### src/rtl/ewm_pkg.sv
package ewm_pkg;

  localparam int REG_W  = 8;
  localparam int ADDR_W = 2;

  typedef enum logic [ADDR_W-1:0] {
    REG_CTRL  = 2'd0,
    REG_SERV  = 2'd1,
    REG_CMPLO = 2'd2,
    REG_CMPHI = 2'd3
  } ewm_reg_e;

  // bit3 irq enable, bit2 pin monitor enable, bit1 pin active level, bit0 enable
  typedef struct packed {
    logic irq_en;
    logic pin_en;
    logic pin_pol;
    logic enable;
  } ewm_ctrl_t;

  localparam int CTRL_W     = $bits(ewm_ctrl_t);
  localparam int LOCKED_W   = 3;

  function automatic logic win_expired(logic [REG_W-1:0] cnt, logic [REG_W-1:0] hi);
    return cnt > hi;
  endfunction

  function automatic logic win_early(logic [REG_W-1:0] cnt, logic [REG_W-1:0] lo);
    return cnt < lo;
  endfunction

  function automatic logic pin_active(logic pin, logic pol);
    return pol ? pin : ~pin;
  endfunction

  function automatic logic [REG_W-1:0] sat_inc(logic [REG_W-1:0] v);
    return (v == {REG_W{1'b1}}) ? v : v + 1'b1;
  endfunction

endpackage

### src/rtl/ewm_regs.sv
module ewm_regs
  import ewm_pkg::*;
(
  input  logic              clk,
  input  logic              rst_n,
  input  logic              sel,
  input  logic              wr,
  input  logic [ADDR_W-1:0] addr,
  input  logic [REG_W-1:0]  wdata,
  output logic [REG_W-1:0]  rdata,
  output logic              err,
  output ewm_ctrl_t         ctrl,
  output logic [REG_W-1:0]  cmp_lo,
  output logic [REG_W-1:0]  cmp_hi,
  output logic              serv_wr,
  output logic              enable_rise
);

  logic ctrl_locked, lo_locked, hi_locked;
  logic wr_ctrl, wr_lo, wr_hi;
  logic ctrl_err, lo_err, hi_err;
  logic [LOCKED_W-1:0] held_bits;

  assign wr_ctrl = sel && wr && (ewm_reg_e'(addr) == REG_CTRL);
  assign serv_wr = sel && wr && (ewm_reg_e'(addr) == REG_SERV);
  assign wr_lo   = sel && wr && (ewm_reg_e'(addr) == REG_CMPLO);
  assign wr_hi   = sel && wr && (ewm_reg_e'(addr) == REG_CMPHI);

  assign held_bits = {ctrl.pin_en, ctrl.pin_pol, ctrl.enable};

  assign ctrl_err = wr_ctrl && ctrl_locked && (wdata[LOCKED_W-1:0] != held_bits);
  assign lo_err   = wr_lo && lo_locked;
  assign hi_err   = wr_hi && hi_locked;
  assign err      = ctrl_err || lo_err || hi_err;

  assign enable_rise = wr_ctrl && !ctrl_locked && wdata[0];

  always_ff @(posedge clk or negedge rst_n) begin
    if (!rst_n) begin
      ctrl        <= '0;
      ctrl_locked <= 1'b0;
      lo_locked   <= 1'b0;
      hi_locked   <= 1'b0;
      cmp_lo      <= '0;
      cmp_hi      <= '1;
    end else begin
      if (wr_ctrl) begin
        ctrl.irq_en <= wdata[3];
        if (!ctrl_locked) begin
          ctrl.pin_en  <= wdata[2];
          ctrl.pin_pol <= wdata[1];
          ctrl.enable  <= wdata[0];
          ctrl_locked  <= 1'b1;
        end
      end
      if (wr_lo && !lo_locked) begin
        cmp_lo    <= wdata;
        lo_locked <= 1'b1;
      end
      if (wr_hi && !hi_locked) begin
        cmp_hi    <= wdata;
        hi_locked <= 1'b1;
      end
    end
  end

  always_comb begin
    rdata = '0;
    if (sel && !wr) begin
      case (ewm_reg_e'(addr))
        REG_CTRL:  rdata = {{(REG_W-CTRL_W){1'b0}}, ctrl};
        REG_CMPLO: rdata = cmp_lo;
        REG_CMPHI: rdata = cmp_hi;
        default:   rdata = '0;
      endcase
    end
  end

  assert_err_on_write_R2: assert property (@(posedge clk) disable iff (!rst_n)
    err |-> (sel && wr));
  assert_lo_hold_R3: assert property (@(posedge clk) disable iff (!rst_n)
    lo_locked |=> $stable(cmp_lo));
  assert_hi_hold_R3: assert property (@(posedge clk) disable iff (!rst_n)
    hi_locked |=> $stable(cmp_hi));
  assert_disabled_stays_R12: assert property (@(posedge clk) disable iff (!rst_n)
    (ctrl_locked && !ctrl.enable) |=> !ctrl.enable);

endmodule

### src/rtl/ewm_key_seq.sv
module ewm_key_seq
  import ewm_pkg::*;
#(
  parameter int              KEY_WINDOW = 15,
  parameter logic [REG_W-1:0] KEY_FIRST  = 8'hB4,
  parameter logic [REG_W-1:0] KEY_SECOND = 8'h2C
) (
  input  logic             clk,
  input  logic             rst_n,
  input  logic             active,
  input  logic             serv_wr,
  input  logic [REG_W-1:0] serv_data,
  output logic             key_ok,
  output logic             key_bad
);

  localparam int EW = $clog2(KEY_WINDOW + 1);
  localparam logic [EW-1:0] LIMIT = EW'(KEY_WINDOW);

  logic          armed;
  logic [EW-1:0] elapsed;
  logic          timeout;

  assign timeout = armed && !serv_wr && (elapsed >= LIMIT);

  always_comb begin
    key_ok  = 1'b0;
    key_bad = 1'b0;
    if (active) begin
      if (!armed) begin
        key_bad = serv_wr && (serv_data != KEY_FIRST);
      end else if (serv_wr) begin
        if ((serv_data == KEY_SECOND) && (elapsed < LIMIT)) key_ok = 1'b1;
        else key_bad = 1'b1;
      end else begin
        key_bad = timeout;
      end
    end
  end

  always_ff @(posedge clk or negedge rst_n) begin
    if (!rst_n) begin
      armed   <= 1'b0;
      elapsed <= '0;
    end else if (!active) begin
      armed   <= 1'b0;
      elapsed <= '0;
    end else if (!armed) begin
      if (serv_wr && (serv_data == KEY_FIRST)) begin
        armed   <= 1'b1;
        elapsed <= '0;
      end
    end else if (serv_wr || timeout) begin
      armed   <= 1'b0;
      elapsed <= '0;
    end else begin
      elapsed <= elapsed + 1'b1;
    end
  end

  assert_key_exclusive_R7: assert property (@(posedge clk) disable iff (!rst_n)
    !(key_ok && key_bad));
  assert_elapsed_bound_R7: assert property (@(posedge clk) disable iff (!rst_n)
    armed |-> (elapsed <= LIMIT));

endmodule

### src/rtl/ewm_pin_sync.sv
module ewm_pin_sync #(
  parameter int STAGES = 2
) (
  input  logic clk,
  input  logic rst_n,
  input  logic pin,
  output logic pin_q
);

  generate
    if (STAGES == 0) begin : g_direct
      assign pin_q = pin;
    end else begin : g_chain
      logic [STAGES-1:0] chain;
      always_ff @(posedge clk or negedge rst_n) begin
        if (!rst_n) chain <= '0;
        else        chain <= {chain[STAGES-2 >= 0 ? STAGES-2 : 0 : 0], pin} & {STAGES{1'b1}};
      end
      assign pin_q = chain[STAGES-1];
    end
  endgenerate

endmodule

### src/rtl/ewm_core.sv
module ewm_core
  import ewm_pkg::*;
(
  input  logic             clk,
  input  logic             rst_n,
  input  logic             enable,
  input  logic             enable_rise,
  input  logic [REG_W-1:0] cmp_lo,
  input  logic [REG_W-1:0] cmp_hi,
  input  logic             key_ok,
  input  logic             key_bad,
  input  logic             ext_hit,
  output logic             fault
);

  logic [REG_W-1:0] cnt;
  logic expired, early, refresh_ok, refresh_early, trip;

  assign expired       = enable && win_expired(cnt, cmp_hi);
  assign early         = win_early(cnt, cmp_lo);
  assign refresh_ok    = enable && key_ok && !early && !expired;
  assign refresh_early = enable && key_ok && early;
  assign trip          = enable && (key_bad || refresh_early || expired || ext_hit);

  always_ff @(posedge clk or negedge rst_n) begin
    if (!rst_n)           cnt <= '0;
    else if (enable_rise) cnt <= '0;
    else if (!enable)     cnt <= '0;
    else if (refresh_ok)  cnt <= '0;
    else                  cnt <= sat_inc(cnt);
  end

  always_ff @(posedge clk or negedge rst_n) begin
    if (!rst_n)           fault <= 1'b0;
    else if (enable_rise) fault <= 1'b0;
    else if (trip)        fault <= 1'b1;
  end

  assert_fault_sticky_R10: assert property (@(posedge clk) disable iff (!rst_n)
    fault |=> fault);
  assert_refresh_restart_R6: assert property (@(posedge clk) disable iff (!rst_n)
    refresh_ok |=> (cnt == '0));
  assert_no_wrap_R5: assert property (@(posedge clk) disable iff (!rst_n)
    (enable && !enable_rise && !refresh_ok && (cnt == {REG_W{1'b1}})) |=> (cnt == {REG_W{1'b1}}));
  assert_early_trips_R8: assert property (@(posedge clk) disable iff (!rst_n)
    refresh_early |=> fault);

endmodule

### src/rtl/ext_watchdog_mon.sv
module ext_watchdog_mon
  import ewm_pkg::*;
#(
  parameter int KEY_WINDOW  = 15,
  parameter int SYNC_STAGES = 2
) (
  input  logic        clk,
  input  logic        rst_n,
  input  logic        bus_sel,
  input  logic        bus_wr,
  input  logic [1:0]  bus_addr,
  input  logic [7:0]  bus_wdata,
  output logic [7:0]  bus_rdata,
  output logic        bus_err,
  input  logic        mon_in,
  output logic        fault_out,
  output logic        irq_out
);

  ewm_ctrl_t        ctrl;
  logic [REG_W-1:0] cmp_lo, cmp_hi;
  logic             serv_wr, enable_rise;
  logic             key_ok, key_bad;
  logic             pin_q, ext_hit;

  ewm_regs u_regs (
    .clk(clk), .rst_n(rst_n), .sel(bus_sel), .wr(bus_wr), .addr(bus_addr),
    .wdata(bus_wdata), .rdata(bus_rdata), .err(bus_err), .ctrl(ctrl),
    .cmp_lo(cmp_lo), .cmp_hi(cmp_hi), .serv_wr(serv_wr), .enable_rise(enable_rise)
  );

  ewm_key_seq #(.KEY_WINDOW(KEY_WINDOW)) u_key (
    .clk(clk), .rst_n(rst_n), .active(ctrl.enable), .serv_wr(serv_wr),
    .serv_data(bus_wdata), .key_ok(key_ok), .key_bad(key_bad)
  );

  ewm_pin_sync #(.STAGES(SYNC_STAGES)) u_sync (
    .clk(clk), .rst_n(rst_n), .pin(mon_in), .pin_q(pin_q)
  );

  assign ext_hit = ctrl.pin_en && pin_active(pin_q, ctrl.pin_pol);

  ewm_core u_core (
    .clk(clk), .rst_n(rst_n), .enable(ctrl.enable), .enable_rise(enable_rise),
    .cmp_lo(cmp_lo), .cmp_hi(cmp_hi), .key_ok(key_ok), .key_bad(key_bad),
    .ext_hit(ext_hit), .fault(fault_out)
  );

  assign irq_out = fault_out && ctrl.irq_en;

  assert_irq_follows_fault_R11: assert property (@(posedge clk) disable iff (!rst_n)
    irq_out |-> fault_out);

endmodule

### config.mk
export PLATFORM = sky130hd
export DESIGN_NAME = ext_watchdog_mon
export DESIGN_NICKNAME = d
export VERILOG_FILES = /design/src/rtl/ewm_pkg.sv /design/src/rtl/ewm_regs.sv /design/src/rtl/ewm_key_seq.sv /design/src/rtl/ewm_pin_sync.sv /design/src/rtl/ewm_core.sv /design/src/rtl/ext_watchdog_mon.sv
export SDC_FILE = /design/constraint.sdc
export NUM_CORES = 1
export LEC_CHECK = 0
export ABC_AREA = 1
export BUFFER_PORTS_ARGS = -buffer_cell sky130_fd_sc_hd__buf_2
export CAP_MARGIN = 20
export CORE_ASPECT_RATIO = 0.8
export CORE_MARGIN = 10
export CORE_UTILIZATION = 54
export CTS_CLUSTER_SIZE = 25
export DETAILED_ROUTE_END_ITERATION = 8
export HOLD_SLACK_MARGIN = 0.06
export PLACE_DENSITY = 0.83
export SLEW_MARGIN = 5
export SYNTH_ARGS = -nofsm -noshare
export SYNTH_HDL_FRONTEND = slang
export SYNTH_HIERARCHICAL = 1
export SYNTH_SLANG_ARGS = --single-unit
### constraint.sdc
create_clock -name clk -period 1.45 [get_ports clk]
set_input_delay 0.145 -clock clk [delete_from_list [all_inputs] [get_ports clk]]
set_output_delay 0.145 -clock clk [all_outputs]
set_load 0.03 [all_outputs]
==> metrics.yaml <==
status: "finished with violations"
violations: "setup timing"
synth.top_cells.by_area: "dfrtp_1 (29%), nand2_1 (16%), inv_1 (9.3%), ha_1 (8.1%), dfstp_2 (8.0%)"
gp_congestion: 0.898
antenna_found_initial: 0
setup_violations: 10
yosys.area.top_type: "dfrtp_1"
start_util_pct: 56.6
cts_buffers: 5
yosys_most_used_dff: "dfrtp_1"
drc: 0
ctsRootBufferMaster: "clkbuf_8"
endpoint_kind: "flop"
gr-total-overflow: 0
synth.net_count: 387
setup_ws_ps: -173
max-slew-margin-rel_pct: 67.8
grt_pass1_vias: 2495
die_x_um: 98.0
finalNetCount: 467
die_y_um: 82.4
fillers: 293
internal_power_mw: 1.59
avgViaCountPerCell: 5.08
drt-initial-drc-count: 214
syn-cell-area_um2: 2630
powerDensity_nw_per_um2: 586
fin_crit_ps: 1620
ant_nets: 0
final_core_util_pct: 76.0
drive_above_1_share_pct: 40.4
power.switching_mw: 0.482
cts.path.max_buffers: 2
slew_viol_final: 0
worstPathRequired_ps: 1640
hold_class: "in2reg"
first_pass_iters: 4
ir_worst_vdd_mv: 0.634
worst_pin_slew_ps: 483
synth_edf_count: 0
areaGrowthSynthToFinish_pct: 34.4
async_flop_share_pct: 100
fmax_mhz: 616
seq_area_frac_synth_pct: 37.5
drt_wl_total_mm: 6.77
track_usage_pct: 16.5
std_cell_rows: 22
diodes: 0
rsz0062_at_grt: "yes"
crit_fanout: 8
clkTransAtPathRegs_ps: 70
dpl.hpwl_mm: 4.88
die_area_um2: 8080
multiInputGateArea_um2: 1540
worstSetupStartpointType: "flop"
avgSynthCellArea_um2: 7.41
crit_type: "reg2reg"
netlist.area_leader.share_pct: 29.5
grt_max_degree: 40
maxCapViolCount: 0
core_area_um2: 4650
pre_cts_ws_ps: -183
yosys-top-cells-count: "nand2_1 (115), inv_1 (65), dfrtp_1 (31)"
power_mw: 2.07
ys_warn_count: 6
port_buffers: 25
grt_pass1_wl_mm: 11.0
final_area_um2: 3540
tritoncts: "built"
clock_latency_ps: 280
synth.distinct_cells: 30
dp_cells: 482
p_seq_share_pct: 53.2
ys_ff_latch: 39
p_leak_nw: 1.79
finalHoldViolations: 0
p_sw_share_pct: 23.3
post_drt_wl_per_cell_um: 13.6
period_share_pct: 112
seq_area_um2: 988
num_vias: 2522
cts-htree-levels: 2
boundaryPins: 26
crit_arrival_ps: 1810
final_cells: 496
place_area_um2: 3160
clkSinkCount: 39
clock_skew_ps: 5.73
syn-instance-count: 355
p_clk_share_pct: 38.1
p_comb_share_pct: 8.6
yosysMostFrequentCell: "nand2_1"
-- final cells by class --
| cell class | instances | area share (%) |
|---|---|---|
| timing repair buffer | 75 | 16.2 |
| multi-input combinational | 245 | 43.6 |
| clock buffer | 8 | 2.83 |
| sequential | 39 | 27.9 |
| tap | 60 | 2.12 |
| inverter | 69 | 7.36 |
-- routing by layer --
metal  vias to the layer above  routed length, um  global-route usage (%)
li1                       1266                  -                       -
met1                      1187               2940                    19.3
met2                        58               3370                    29.9
met3                        11                360                    3.32
met4                         0                 89                    5.36
met5                         -                  0                       0
-- flip-flops by register name, indices dropped and copies added, names as in the netlist, 2 cells and up --
register and count:
u_key/elapsed 4, u_core/cnt 8, u_regs/cmp_hi 8, u_sync/g_chain.chain 2, u_regs/cmp_lo 8, u_regs/ctrl 4
-- power groups by stage --
stage          clock network [mW]  registers (mW)  logic [mW]
2_1_floorplan                   0            1.12      0.0750
3_3_place_gp                    0            1.12       0.164
3_5_place_dp                    0            1.12       0.168
4_1_cts                     0.817            1.10       0.175
5_1_grt                     0.861            1.10       0.197
6_report                    0.790            1.10       0.178
-- cell usage in the layout (no fill, tap or decap), drive strengths merged --
| cell type | n |
|---|---|
| clkbuf | 8 |
| nand3b | 2 |
| xnor2 | 2 |
| dfrtp | 31 |
| o21a | 2 |
| dlygate4sd3 | 2 |
| clkinv | 1 |
| a21oi | 19 |
| or2 | 3 |
| dfstp | 8 |
| ha | 17 |
| o21bai | 2 |
| nand3 | 21 |
| xor2 | 3 |
| o21ai | 24 |
| buf | 73 |
| inv | 68 |
| nand4 | 2 |
| nand2 | 120 |
| nor2 | 26 |
| nor3 | 2 |
-- cell families after synthesis --
family          after synthesis  share of synthesized area, %
compound gates               47                          12.2
fa+ha+maj                    17                          8.08
simple gates                176                          29.9
buf+inv                      71                          10.7
xor+xnor                      5                          1.66
flops                        39                          37.5
-- through the flow --
stage                     hold WS, ps  setup TNS, ps
after floorplan                  -151           -316
after CTS                         120          -1230
after global routing              132          -2830
final                             132          -1440
after detailed placement          235          -1480
after global placement            221          -1010
-- what timing repair did --
action,4_1_cts,5_1_grt
pin swaps,13,22
gates cloned,0,0
resized for setup,28,36
hold endpoints to repair,32,0
hold buffers,2,0
endpoints found under the setup margin,18,18
buffers inserted,1,4
-- worst max-delay path, cell delays in order (launching register included) --
cell and delay [ps]:
dfrtp_2 440, ha_1 310, nand2_1 70, inv_1 50, nand2_1 60, nand2_1 100, nand2_1 90, a21oi_2 170
nand2_4 120, nand2_2 90, inv_2 30
-- path summary, 6_finish.rpt --
path | from | endpoint | slack, ps | cells after the start
min in group asynchronous | rst_n | u_regs/cmp_lo[3] | 430 | 3
max in group asynchronous | rst_n | u_regs/ctrl[0] | 640 | 3
worst min-delay path | bus_wdata[6] | u_regs/cmp_hi[6] | 130 | 3
worst min register to register | u_sync/g_chain.chain[0] | u_sync/g_chain.chain[1] | 360 | 0
worst max register to register | u_core/cnt[3] | u_core/cnt[7] | -170 | 10
worst max-delay path | u_core/cnt[3] | u_core/cnt[7] | -170 | 10
No activity file was read; power rests on OpenSTA's default activity.
